### src/rtl/cfg_loader_pkg.sv
package cfg_loader_pkg;

  localparam int FRAME_W = 20;
  localparam int ADDR_W  = 2;
  localparam int FUNC_W  = 18;
  localparam int CNT_W   = 6;
  localparam int DIV_W   = 2 * CNT_W;
  localparam int REF_W   = CNT_W;

  typedef enum logic [1:0] {
    TGT_DIV  = 2'd0,
    TGT_FUNC = 2'd1,
    TGT_REF  = 2'd2
  } cfg_target_e;

  // Bit 0 alone picks the function word; bit 1 matters only when bit 0 is low.
  function automatic cfg_target_e decode_target(input logic [ADDR_W-1:0] addr);
    if (addr[0])      return TGT_FUNC;
    else if (addr[1]) return TGT_REF;
    else              return TGT_DIV;
  endfunction

  function automatic logic [FUNC_W-1:0] func_field(input logic [FRAME_W-1:0] frame);
    return frame[ADDR_W +: FUNC_W];
  endfunction

  function automatic logic [DIV_W-1:0] div_field(input logic [FRAME_W-1:0] frame);
    return frame[ADDR_W +: DIV_W];
  endfunction

  function automatic logic [REF_W-1:0] ref_field(input logic [FRAME_W-1:0] frame);
    return frame[ADDR_W +: REF_W];
  endfunction

endpackage

### src/rtl/cfg_in_sync.sv
module cfg_in_sync #(
  parameter int STAGES = 2,
  parameter int LANES  = 3
) (
  input  logic             clk,
  input  logic             rst_n,
  input  logic [LANES-1:0] raw_in,
  output logic [LANES-1:0] level_out,
  output logic [LANES-1:0] rise_out
);

  genvar g;
  generate
    for (g = 0; g < LANES; g++) begin : g_lane
      logic [STAGES:0] chain;
      always_ff @(posedge clk or negedge rst_n) begin
        if (!rst_n) chain <= '0;
        else        chain <= {chain[STAGES-1:0], raw_in[g]};
      end
      assign level_out[g] = chain[STAGES-1];
      assign rise_out[g]  = chain[STAGES-1] & ~chain[STAGES];
    end
  endgenerate

endmodule

### src/rtl/cfg_shift.sv
module cfg_shift #(
  parameter int WIDTH = 20
) (
  input  logic             clk,
  input  logic             rst_n,
  input  logic             shift_en,
  input  logic             din,
  output logic [WIDTH-1:0] frame
);

  always_ff @(posedge clk or negedge rst_n) begin
    if (!rst_n)        frame <= '0;
    else if (shift_en) frame <= {frame[WIDTH-2:0], din};
  end

endmodule

### src/rtl/cfg_bank.sv
module cfg_bank
  import cfg_loader_pkg::*;
(
  input  logic               clk,
  input  logic               rst_n,
  input  logic               load,
  input  logic [FRAME_W-1:0] frame,
  output logic [FUNC_W-1:0]  func_q,
  output logic [DIV_W-1:0]   div_q,
  output logic [REF_W-1:0]   ref_q,
  output logic               func_v,
  output logic               div_v,
  output logic               ref_v,
  output logic               wr_func,
  output logic               wr_div,
  output logic               wr_ref
);

  cfg_target_e tgt;
  assign tgt     = decode_target(frame[ADDR_W-1:0]);
  assign wr_func = load && (tgt == TGT_FUNC);
  assign wr_div  = load && (tgt == TGT_DIV);
  assign wr_ref  = load && (tgt == TGT_REF);

  always_ff @(posedge clk or negedge rst_n) begin
    if (!rst_n) begin
      func_q <= '0;
      func_v <= 1'b0;
    end else if (wr_func) begin
      func_q <= func_field(frame);
      func_v <= 1'b1;
    end
  end

  always_ff @(posedge clk or negedge rst_n) begin
    if (!rst_n) begin
      div_q <= '0;
      div_v <= 1'b0;
    end else if (wr_div) begin
      div_q <= div_field(frame);
      div_v <= 1'b1;
    end
  end

  always_ff @(posedge clk or negedge rst_n) begin
    if (!rst_n) begin
      ref_q <= '0;
      ref_v <= 1'b0;
    end else if (wr_ref) begin
      ref_q <= ref_field(frame);
      ref_v <= 1'b1;
    end
  end

endmodule

### src/rtl/serial_cfg_loader.sv
module serial_cfg_loader
  import cfg_loader_pkg::*;
#(
  parameter int SYNC_STAGES = 2
) (
  input  logic              clk,
  input  logic              rst_n,
  input  logic              ser_clk,
  input  logic              ser_data,
  input  logic              ser_load,
  output logic [FUNC_W-1:0] func_word,
  output logic [DIV_W-1:0]  div_word,
  output logic [REF_W-1:0]  ref_word,
  output logic              func_valid,
  output logic              div_valid,
  output logic              ref_valid
);

  localparam int LN_DATA = 0;
  localparam int LN_CLK  = 1;
  localparam int LN_LOAD = 2;
  localparam int LANES   = 3;

  logic [LANES-1:0]   lvl;
  logic [LANES-1:0]   rise;
  logic               shift_pulse;
  logic               load_pulse;
  logic               data_bit;
  logic [FRAME_W-1:0] frame;
  logic               wr_func, wr_div, wr_ref;

  cfg_in_sync #(.STAGES(SYNC_STAGES), .LANES(LANES)) u_sync (
    .clk      (clk),
    .rst_n    (rst_n),
    .raw_in   ({ser_load, ser_clk, ser_data}),
    .level_out(lvl),
    .rise_out (rise)
  );

  assign shift_pulse = rise[LN_CLK];
  assign load_pulse  = rise[LN_LOAD];
  assign data_bit    = lvl[LN_DATA];

  cfg_shift #(.WIDTH(FRAME_W)) u_shift (
    .clk     (clk),
    .rst_n   (rst_n),
    .shift_en(shift_pulse),
    .din     (data_bit),
    .frame   (frame)
  );

  cfg_bank u_bank (
    .clk    (clk),
    .rst_n  (rst_n),
    .load   (load_pulse),
    .frame  (frame),
    .func_q (func_word),
    .div_q  (div_word),
    .ref_q  (ref_word),
    .func_v (func_valid),
    .div_v  (div_valid),
    .ref_v  (ref_valid),
    .wr_func(wr_func),
    .wr_div (wr_div),
    .wr_ref (wr_ref)
  );

endmodule

### config.mk
export PLATFORM = sky130hd
export DESIGN_NAME = serial_cfg_loader
export DESIGN_NICKNAME = d
export VERILOG_FILES = /design/src/rtl/cfg_loader_pkg.sv /design/src/rtl/cfg_in_sync.sv /design/src/rtl/cfg_shift.sv /design/src/rtl/cfg_bank.sv /design/src/rtl/serial_cfg_loader.sv
export SDC_FILE = /design/constraint.sdc
export NUM_CORES = 1
export LEC_CHECK = 0
export ABC_AREA = 1
export BUFFER_PORTS_ARGS = -buffer_cell sky130_fd_sc_hd__buf_2
export CORE_ASPECT_RATIO = 1.75
export CORE_MARGIN = 2
export CORE_UTILIZATION = 31
export DETAILED_ROUTE_END_ITERATION = 6
export PLACE_DENSITY = 0.49
export SLEW_MARGIN = 15
export SYNTH_ARGS = -nofsm -noshare
export SYNTH_HDL_FRONTEND = slang
export SYNTH_SLANG_ARGS = --single-unit
export TNS_END_PERCENT = 50
### constraint.sdc
create_clock -name clk -period 1.3 [get_ports clk]
set_input_delay 0.13 -clock clk [delete_from_list [all_inputs] [get_ports clk]]
set_output_delay 0.13 -clock clk [all_outputs]
set_load 0.005 [all_outputs]
==> metrics.md, run 1 <==
| Metric | Value |
|---|---|
| Status | finished, final reports clean |
| Post-CTS setup buffers | 0 |
| Mapped Area | 2480 um^2 |
| Core area | 7860 um^2 |
| PwrDens | 2030 nW/um^2 |
| Fin. max-slew vios | 0 |
| Critical path buffers and inverters | 2 |
| Via count | 1,879 |
| WL final | 5480 um |
| CP Class | flip-flop to flip-flop |
| Setup crit end kind | flip-flop |
| Die span in x | 71.6 um |
| Post-synth top area share | 67.6% |
| Worst path top cell family by delay | flip-flops |
| Slack of the worst reg-to-reg path | 0.19 ns |
| Max-cap violations | 0 |
| Total CTS buffers | 9 |
| Layout cells sized above 1 | 23.0% |
| Syn Nets | 265 |
| Die Ht | 122 um |
| Port bufs | 43 |
| Max H-tree Level | 3 |
| Seq cells post-synth | 67 |
| Die ar. | 8760 um^2 |
| Final setup violation count | 0 |
| Hold Path Class | input port to async pin |
| Min Tclk post-route | 1.11 ns |
| Wire per inst | 13.2 um |
| Most used cell, CP | nand2_1 |
| DRC violations left | 0 |
| Detailed Place HPWL | 3780 um |
| CP Capture Point | u_bank.func_q[11] |
| DP Area | 2870 um^2 |
| Period utilisation layout | 85.8% |
| Placer congestion estimate | 0.710 |
| Synth unique cells | 14 |
| Clock sinks | 67 |
| First-pass GRT wire length | 9110 um |
| Syn. warnings | 0 |
| Worst Tran Pin Value | 0.400 ns |
| Post-route ant nets | 0 |
| Largest net degree at the start of global routing | 28 |
| Reg2Reg Depth | 5 |
| Vias in the first global route | 1,916 |
| VDD IR-drop max | 0.642 mV |
| Slew margin rel. | 73.3% |
| Reg2Reg Capture Point | u_bank.func_q[11] |
| Antenna violations before repair | 0 |
| Synth Instances | 260 |
| Area grow syn2layout | 32.4% |
| Cells along the critical path | inv_1, nor2_4, buf_12, nand2_1, nand2_1 |
| Lkg Pwr | 1.85 nW |
| Row count | 43 |
| CTS tree | built |
| Most area-consuming cells after synthesis | dfrtp_1 (68%), nand2_1 (19%), nand3_1 (6.3%), inv_1 (1.5%), buf_2 (1.0%) |
| Antenna diodes | 0 |
| Tot Pwr | 6.65 mW |
| Met2 Resource Use GR | 23.2% |
| RSZ-0062 raised after global routing | no |
| Critical path startpoint category | flip-flop |
| Post-synth top area cell | dfrtp_1 |
| IO Pins | 44 |
| Fmax achieved | 897 MHz |
| Total global routing overflow | 0 |
| Critical path origin | u_shift.frame[0] |
| GRT Util Overall | 14.0% |
| GR Layer Usage met3 | 3.20% |
| Root buf cell | clkbuf_16 |
| Design area | 3280 um^2 |
| Met1 usage | 16.0% |
| Drt pass-1 iters | 4 |
| Async SR Flop Fraction | 100% |
| WP depth | 5 |
| Post-synth EDFFs | 0 |
| DRT iter0 DRCs | 86 |
| Fin. Hold Viols | 0 |
| Post-synthesis sequential area ratio | 67.6% |
| FF-to-FF Start | u_shift.frame[0] |
| Clock Latency Late Sink | 0.33 ns |
| Routed vias/inst | 4.52 |
| Primary FF master, synth | dfrtp_1 |
| Setup TNS | 0 ns |
| Reg clk slew, reported paths | 0.06 ns |
| Slowest CP cell | dfrtp_1 |
| Max Clock Skew | 0.00545 ns |
| CTS max path bufs | 2 |
| Syn Area/Cell | 9.53 um^2 |
| Critical Path Fanout Max | 12 |
| Fin util | 41.8% |
| Grt peak-use layer | met2 |
| Critical Path AT | 1.39 ns |
| Nets | 326 |
| CP peak stage delay | 0.42 ns |
| Starting Density | 31.6% |
| Worst path required time | 1.57 ns |
sequential cells by signal, indices dropped and copies added, names as in the netlist:
signal,flops
u_shift.frame,20
u_bank.func_q,18
u_bank.div_q,12
u_sync.g_lane.chain,8
u_bank.ref_q,6
u_bank.div_v,1
u_bank.func_v,1
u_bank.ref_v,1
power breakdown:
part,internal (mW),switching [mW]
Sequential,2.53,0.314
Clock,2.03,0.857
Combinational,0.438,0.486
stage by stage:
stage | setup slack, ns | hold WS, ns | cells
floorplan | 0.197 | -0.166 | 260
global placement | 0.147 | 0.0879 | 396
detailed placement | 0.132 | 0.0907 | 396
CTS | 0.126 | 0.270 | 416
global route | 0.0694 | 0.322 | 416
finish | 0.185 | 0.260 | 416
worst register-to-register path: stages, from the launching register on:
cell and delay (ns):
dfrtp_1 0.42, inv_1 0.12, nor2_4 0.23, buf_12 0.17, nand2_1 0.06, nand2_1 0.06
placed cells by master (no fill, tap or decap), drive strengths merged:
cell type and instances:
buf 56, dlygate4sd3 4, clkbuf 12, o21ai 4
nor2 7, dfrtp 67, inv 10, a21oi 3
nand3 31, nand2 128, clkinv 1, bufinv 3
cell families after synthesis:
kind of cell           count (synthesis)  share of synthesized area [%]
buffers and inverters                 20                           3.74
and+or+nand+nor                      166                           27.2
DFF                                   67                           67.6
AOI/OAI and AO/OA                      7                           1.41
routing by layer:
metal	share of wire [%]	routed length (um)	up-vias
met5	0	0	-
met4	3.2	173	0
met3	3.4	189	10
met2	51	2770	32
met1	43	2340	902
li1	-	-	935
area by class of cell:
type	instances	area, um^2
clock buffer	12	267
clock inverter	4	95.1
fill	824	4570
inverter	10	37.5
multi-input combinational	173	714
sequential	67	1680
tap	90	113
timing repair buffer	60	378
Yosys cell counts (3+ instances only):
library cell	count
nor2_1	5
o21ai_0	4
nand3_1	31
buf_4	3
a21oi_1	3
inv_1	10
buf_2	5
nand2_1	127
dfrtp_1	67
timing repair:
action / 4_1_cts / 5_1_grt
setup endpoints to repair: 0 / 2
endpoints found under the hold margin: 16 / 0
hold buffers: 4 / 0
resized for setup: 0 / 1
worst min-delay path by stage:
stage               depth (start not counted)  slack [ns]  start                         to
floorplan                                   0       -0.17  rst_n            u_bank.div_q[0]
global placement                            1        0.09  rst_n  u_sync.g_lane[2].chain[0]
detailed placement                          1        0.09  rst_n  u_sync.g_lane[2].chain[2]
CTS                                         2        0.27  rst_n          u_shift.frame[15]
global route                                2        0.32  rst_n          u_shift.frame[15]
finish                                      2        0.26  rst_n          u_shift.frame[15]
Power figures use the tool's default switching activity.
==> run 2: changes to the inputs <==
--- a/config.mk
+++ b/config.mk
@@ -6,12 +6,12 @@
 export NUM_CORES = 1
 export LEC_CHECK = 0
 export ABC_AREA = 1
-export BUFFER_PORTS_ARGS = -buffer_cell sky130_fd_sc_hd__buf_2
+export BUFFER_PORTS_ARGS = -buffer_cell sky130_fd_sc_hd__buf_4
 export CORE_ASPECT_RATIO = 1.75
-export CORE_MARGIN = 2
-export CORE_UTILIZATION = 31
+export CORE_MARGIN = 3
+export CORE_UTILIZATION = 54
 export DETAILED_ROUTE_END_ITERATION = 6
-export PLACE_DENSITY = 0.49
+export PLACE_DENSITY = 0.77
 export SLEW_MARGIN = 15
 export SYNTH_ARGS = -nofsm -noshare
 export SYNTH_HDL_FRONTEND = slang
==> run 2 against run 1 <==
Effect of this change:
- global-route usage is 5.4 points higher
- critical path depth decreased by 1
- design area decreased by 5.4%
- power down 19%
- worst setup slack lost 0.024 ns
- clock skew increased by 0.0021 ns
- sequential cell count unchanged
- register-to-register slack lost 0.02 ns
- sequential share of layout area grew 2.9 points
- wire length is 15% lower
- combinational power increased by 16%
- highest routed layer unchanged
==> metrics.md, run 2 (same netlist as run 1, synthesis figures left out) <==
| Metric | Value |
|---|---|
| Status | finished, final reports clean |
| Max FFs per register | 20 |
| Flop pwr share | 52.6% |
| Design area | 3100 um^2 |
| Slack of the worst reg-to-reg path | 0.16 ns |
| Worst path required time | 1.52 ns |
| Reg2Reg Capture Point | u_bank.func_q[12] |
| Via count | 1,876 |
| Lkg Pwr | 1.75 nW |
| CTS max path bufs | 2 |
| Core area | 4400 um^2 |
| Post-route ant nets | 0 |
| Worst Tran Pin Value | 0.393 ns |
| Clock Latency Late Sink | 0.33 ns |
| Largest net degree at the start of global routing | 68 |
| Fmax achieved | 878 MHz |
| Drt pass-1 iters | 4 |
| RSZ-0062 raised after global routing | no |
| First-pass GRT wire length | 8090 um |
| Fin. Hold Viols | 0 |
| IO Pins | 44 |
| Post-Place Setup Slack | 0.160 ns |
| Fin util | 70.5% |
| Most frequent cells in the layout | nand2_1 (127), dfrtp_1 (67), buf_4 (51) |
| CP Class | flip-flop to flip-flop |
| Routed vias/inst | 5.03 |
| Final worst slack | 0.161 ns |
| Antenna diodes | 0 |
| Clock power share | 27.6% |
| Top reg by flops | u_shift.frame |
| Min Tclk post-route | 1.14 ns |
| WL final | 4670 um |
| Starting Density | 56.3% |
| Nets | 322 |
| Largest regs | u_shift.frame x20, u_bank.func_q x18, u_bank.div_q x12 |
| GRT Util Overall | 19.4% |
| Comb power frac | 19.8% |
| Placer congestion estimate | 0.840 |
| Die Ht | 95.6 um |
| Critical Path Fanout Max | 19 |
| VDD IR-drop max | 1.52 mV |
| Net Sw Power | 1.50 mW |
| Most common cell after layout, fill and taps aside | nand2_1 |
| Row count | 32 |
| Fin. max-slew vios | 0 |
| FF-to-FF Start | u_sync.g_lane[2].chain[2] |
| Antenna violations before repair | 0 |
| PwrDens | 1740 nW/um^2 |
| Critical path startpoint category | flip-flop |
| Area grow syn2layout | 25.2% |
| Critical Path AT | 1.36 ns |
| Post-CTS setup buffers | 0 |
| Reg2Reg Depth | 4 |
| DRT iter0 DRCs | 75 |
| Max Clock Skew | 0.00758 ns |
| Clock sinks | 67 |
| Final setup violation count | 0 |
| Die span in x | 57.2 um |
| Port bufs | 43 |
| Max-cap violations | 0 |
| Slew margin rel. | 73.8% |
| Total global routing overflow | 0 |
| CTS tree | built |
| Period utilisation layout | 87.6% |
| Reg clk slew, reported paths | 0.07 ns |
| Total CTS buffers | 9 |
| Root buf cell | clkbuf_8 |
| Die ar. | 5470 um^2 |
| Max H-tree Level | 3 |
| Vias in the first global route | 1,849 |
| Setup crit end kind | flip-flop |
| DP Area | 2890 um^2 |
| Pint | 3.91 mW |
| Wire per inst | 12.5 um |
| Hold Path Class | input port to async pin |
| Detailed Place HPWL | 3150 um |
| Sw frac | 27.7% |
| DRC violations left | 0 |
| Setup TNS | 0 ns |
| Layout cells sized above 1 | 21.1% |
## run 2: changes by cell type in the layout (fill, tap and decap cells not counted), sizes merged
cell,before,now
clkbuf,12,14
clkinv,1,2
buf,56,52
bufinv,3,0
## run 2: layout make-up
cell class	count	area, um^2
Fill cell	353	1300
Clock inverter	2	10.0
Clock buffer	14	163
Sequential cell	67	1680
Tap cell	51	63.8
Inverter	10	37.5
Timing Repair Buffer	56	443
Multi-Input combinational cell	173	709
## run 2: how the worst max path moves through the flow
stage	start	cells past startpoint	endpoint
after floorplan	u_shift.frame[0]	4	u_bank.ref_q[0]
after detailed placement	u_sync.g_lane[2].chain[2]	4	u_bank.func_q[12]
after CTS	u_sync.g_lane[2].chain[2]	4	u_bank.func_q[12]
after global placement	u_sync.g_lane[2].chain[2]	4	u_bank.func_q[16]
final	u_sync.g_lane[2].chain[2]	4	u_bank.func_q[12]
after global routing	u_sync.g_lane[2].chain[1]	5	u_bank.func_q[12]
## run 2: per-layer routing
metal,GRT usage (%),up-vias,part of all wire [%]
met5,0,-,0
met1,23.1,896,43
met3,4.47,12,4.1
met4,11.2,0,2.5
met2,32.0,45,50
li1,-,923,-
## run 2: repair_timing
action | in CTS | in global routing
endpoints found under the hold margin | 70 | 0
resized for setup | 0 | 0
hold buffers | 4 | 0
## run 2: power by group through the flow
| stage | clock network [mW] | logic, mW | registers [mW] |
|---|---|---|---|
| 2_1_floorplan | 0 | 0.422 | 2.84 |
| 3_3_place_gp | 0 | 1.05 | 2.87 |
| 3_5_place_dp | 0 | 1.09 | 2.88 |
| 4_1_cts | 1.53 | 1.10 | 2.84 |
| 5_1_grt | 1.63 | 1.23 | 2.91 |
| 6_report | 1.49 | 1.07 | 2.84 |
## run 2: stage by stage
step,hold WS [ns],power [mW],cells
after floorplan,-0.166,3.26,260
after global placement,0.152,3.92,353
after detailed placement,0.156,3.97,353
after CTS,0.347,5.47,373
after global routing,0.356,5.76,373
final,0.345,5.40,373
## run 2: critical path: stages, from the launching register on
cell and delay (ns):
dfrtp_1 0.38, nor2_2 0.18, nand2_2 0.26, nand2_1 0.15
nand2_1 0.06
